===== config.mk =====
export PLATFORM = sky130hd
export DESIGN_NAME = aac_decide
export DESIGN_NICKNAME = d
export VERILOG_FILES = /design/src/rtl/aac_pkg.sv /design/src/rtl/aac_decide.sv
export SDC_FILE = /design/constraint.sdc
export NUM_CORES = 1
export LEC_CHECK = 0
export ABC_AREA = 1
export CAP_MARGIN = 10
export CORE_AREA = 5 5 42 44
export DETAILED_ROUTE_END_ITERATION = 16
export DIE_AREA = 0 0 47 49
export RECOVER_POWER = 100
export SYNTH_ARGS = -nofsm -noshare
export SYNTH_HDL_FRONTEND = slang
export SYNTH_SLANG_ARGS = --single-unit

===== constraint.sdc =====
create_clock -name vclk -period 0.8
set_input_delay 0.24 -clock vclk [all_inputs]
set_output_delay 0.24 -clock vclk [all_outputs]
set_load 0.005 [all_outputs]

===== src/rtl/aac_pkg.sv =====
package aac_pkg;
  localparam int ATTR_W   = 3;
  localparam int CAUSE_W  = 4;
  localparam int FIELD_W  = 2;
  localparam int N_FIELDS = 3;
  localparam int POL_W    = FIELD_W * N_FIELDS;

  localparam logic [ATTR_W-1:0] ATTR_UNCACHED = 3'd0;
  localparam logic [ATTR_W-1:0] ATTR_WTHRU    = 3'd1;
  localparam logic [ATTR_W-1:0] ATTR_WBACK    = 3'd2;
  localparam logic [ATTR_W-1:0] ATTR_ISOLATE  = 3'd3;

  typedef enum logic [1:0] {
    VERDICT_OK   = 2'd0,
    VERDICT_XLAT = 2'd1,
    VERDICT_PERM = 2'd2,
    VERDICT_ATTR = 2'd3
  } verdict_e;
endpackage


===== src/rtl/aac_decide.sv =====
module aac_decide
  import aac_pkg::*;
#(
  parameter int            CW           = CAUSE_W,
  parameter logic [CW-1:0] CAUSE_STPROT = 4'hD,
  parameter logic [CW-1:0] CAUSE_LSERR  = 4'h3
) (
  input  logic [CW-1:0] xlat_code_i,
  input  logic          perm_rd_i,
  input  logic          perm_wr_i,
  input  logic          attr_fault_i,
  output verdict_e      verdict_o,
  output logic [CW-1:0] cause_o
);
  always_comb begin
    if (xlat_code_i != '0) begin
      verdict_o = VERDICT_XLAT;
      cause_o   = xlat_code_i;
    end else if (!(perm_rd_i && perm_wr_i)) begin
      verdict_o = VERDICT_PERM;
      cause_o   = CAUSE_STPROT;
    end else if (attr_fault_i) begin
      verdict_o = VERDICT_ATTR;
      cause_o   = CAUSE_LSERR;
    end else begin
      verdict_o = VERDICT_OK;
      cause_o   = '0;
    end
  end

  always_comb begin
    assert_cause_nonzero_R8: assert ((verdict_o == VERDICT_OK) == (cause_o == '0));
  end
endmodule


# Word-level counts from Yosys, hierarchy flattened
# Index checks and enable logic that the tools add are counted.
[totals]
register_bits = 0
inputBits = 7
out_inout_bits = 6
word_cells = 8
[op_classes]
n_reduce_logical = 2
muxes = 6
[op_table]
columns = ["op", "count"]
rows = [
  ["2-bit 2-to-1 mux", 4],
  ["4-bit 2-to-1 mux", 2],
  ["4-bit nonzero test", 1],
  ["1-bit logical AND", 1],
]

# Longest topological paths before layout
[logic_depth]
ltp_word = 3
ltp_mapped = 4
mapped_depth_nobuf = 4

# Worst setup path after synthesis
# Ideal clock, no wire load.
[synth_path]
path_type = "in2out"
start = "in xlat_code_i[1]"
end = "out cause_o[1]"
cell_stages = 3
arrival_time_ps = 563
t_required_ps = 560
path_buffers = 0
setup_slack_ps = -3
path_cell_list = "nor2_2 > nand2_1 > o21bai_2"
[synth_via]
elab_chain_len = 2
[synth_rtl]
columns = ["item", "line_no", "rtl"]
rows = [
  ["start, declared", "aac_decide.sv:8", "input logic [CW-1:0] xlat_code_i,"],
  ["4-bit nonzero test", "aac_decide.sv:16", "if (xlat_code_i != '0) begin"],
  ["4-bit 2-to-1 mux *", "aac_decide.sv:16", ""],
  ["end, declared", "aac_decide.sv:13", "output logic [CW-1:0] cause_o"],
]
# Mark *: on every way between the ends. The rest lies on a longest branch, timed or not.

# Worst setup path in the final report
[layout_path]
start = "in xlat_code_i[0]"
end = "out cause_o[1]"
[layout_via]
elab_chain_len = 2
[layout_rtl]
columns = ["item", "line_no"]
rows = [
  ["4-bit nonzero test", "aac_decide.sv:16"],
  ["4-bit 2-to-1 mux", "aac_decide.sv:16"],
]
# Every way passes these cells.

==> run metrics <==
Worst path slowest cell buf_2; Core Util, Final 0.172; antenna cells 0; # clk buffers 0; Synth area leaders nand3_1 (29%), inv_1 (22%), nand2_1 (22%); Max Cap Viol 0; IO Count 13; warnings from Yosys 0; DRT Pass-1 Iters 2; slowest stage delay, CP 0.12 ns; Hold Vio Cnt, Final 0; register area share after synthesis 0; Hold-fix buffers, CTS 0; Global Route Usage Sum 0.0344; Final Cycle Share 1.31; GRT overflow 0; Leak 0.130 nW; vias in the first global route 163; top cell type's share of synthesized area 0.290; P&R area growth vs syn 180%; Vias 163; Initial Util 0.0616; crit end category primary output; crit path buf inv count 3; multi-input logic area 100 µm²; critical path class in -> out; violated checks setup timing; status finished with violations; fin. max-slew vios 0; port bufs 13; Final GP Congestion 0.607; slew margin rel. 0.906; Pwr Density 419 nW/µm²; drt initial violations 1; final total power 0.101 mW; fmax 952 MHz; CP arrival 0.81 ns; critical path startpoint xlat_code_i[0]; DR vias/cell 3.33; largest net degree at the start of global routing 5; hold depth 4; crit path launch type input pin; fraction of layout cells with a size suffix above 1 0.727; initial antenna violation count 0; Post-Syn Instances 18; Reg area 0 µm²; Synth area leader nand3_1; RSZ-0062 raised after global routing yes; WP data required 0.56 ns; Synth cell types 5; clock period minus worst slack 1.05 ns; final setup TNS -1.29 ns; cells along the critical path buf_8 > nor2_4 > buf_6 > nand2_2 > o21bai_2 > buf_2; cell family with most CP delay buffers and inverters; Crit Path Max Fanout 3; final WL 417 µm; Hold Crit Start xlat_code_i[0]; Post-DRT Antenna Nets 0; final net count 42; Die Ht 49 µm; Fillers 161; first-pass GRT wire length 641 µm; VDD IR max 0.0469 mV; transition time at the pin with the least slew margin 0.141 ns; cell area after synthesis 86.3 µm²; die width 47 µm; setup violators final 6; core area 1400 µm²; WL per Instance 8.51 µm; Synth Area per Inst 4.80 µm²; Hold Path Class in -> out; post-synth net total 25; DRC Markers 0; post-route setup slack -0.250 ns; Die ar. 2300 µm²; Post-Route Hold Slack 0.731 ns; Worst Hold End cause_o[0]; row count 14; flip-flop and latch count 0
## what timing repair did
action                                  4_1_cts  5_1_grt
pin swaps                                     7        5
endpoints found under the setup margin        6        6
buffers inserted                              2        0
resized for setup                            63        1
## metal layers
layer,global-route usage,part of all wire,vias to the layer above
met1,0.0304,0.31,68
met5,0,0,-
met3,0.0111,0.21,0
met4,0,0,0
li1,-,-,86
met2,0.0724,0.48,9
## final cells by class
cell class	instances	share of cell area
multi-input cells	13	0.415
repair buffers	15	0.425
well taps	16	0.0829
inverters	5	0.0777
## cells in the mapped netlist
| master | number |
|---|---|
| o21bai_2 | 1 |
| inv_1 | 5 |
| nand2_1 | 5 |
| nand3_1 | 5 |
| nor2_2 | 2 |
## cells by family (layout without fill, tap and decap cells)
kind of cell,after synthesis,after routing,share of synthesized area
buf+inv,5,20,0.217
compound gates,1,1,0.130
simple gates,12,12,0.652
## power breakdown
group	internal [mW]	leakage [nW]	switching, mW
registers	0	0	0
clock network	0	0	0
logic	0.0547	0.130	0.0465
total	0.0547	0.130	0.0465
## worst max-delay path by stage
stage                 end  slack (ns)  depth (start not counted)
6_report       cause_o[1]       -0.25                          6
4_1_cts        cause_o[1]       -0.27                          6
2_1_floorplan  cause_o[1]       0.001                          3
3_3_place_gp   cause_o[1]       -1.00                          5
5_1_grt        cause_o[1]       -0.29                          6
3_5_place_dp   cause_o[1]       -0.99                          5
## layout by cell type, fill, tap and decap left out
cell / n
nand2_2: 1
inv_1: 4
buf_2: 10
nand3_1: 1
buf_6: 2
buf_8: 1
nor2_4: 2
nand3_2: 4
inv_2: 1
nand2_1: 4
buf_4: 2
o21bai_2: 1
## stage by stage
stage | std cells | setup slack [ns] | cell area [µm²]
floorplan | 18 | 0.000982 | 91.3
global placement | 47 | -1.00 | 241
global route | 49 | -0.292 | 241
finish | 49 | -0.250 | 241
CTS | 49 | -0.272 | 238
detailed placement | 47 | -0.987 | 241
(Power assumes the default switching activity.)
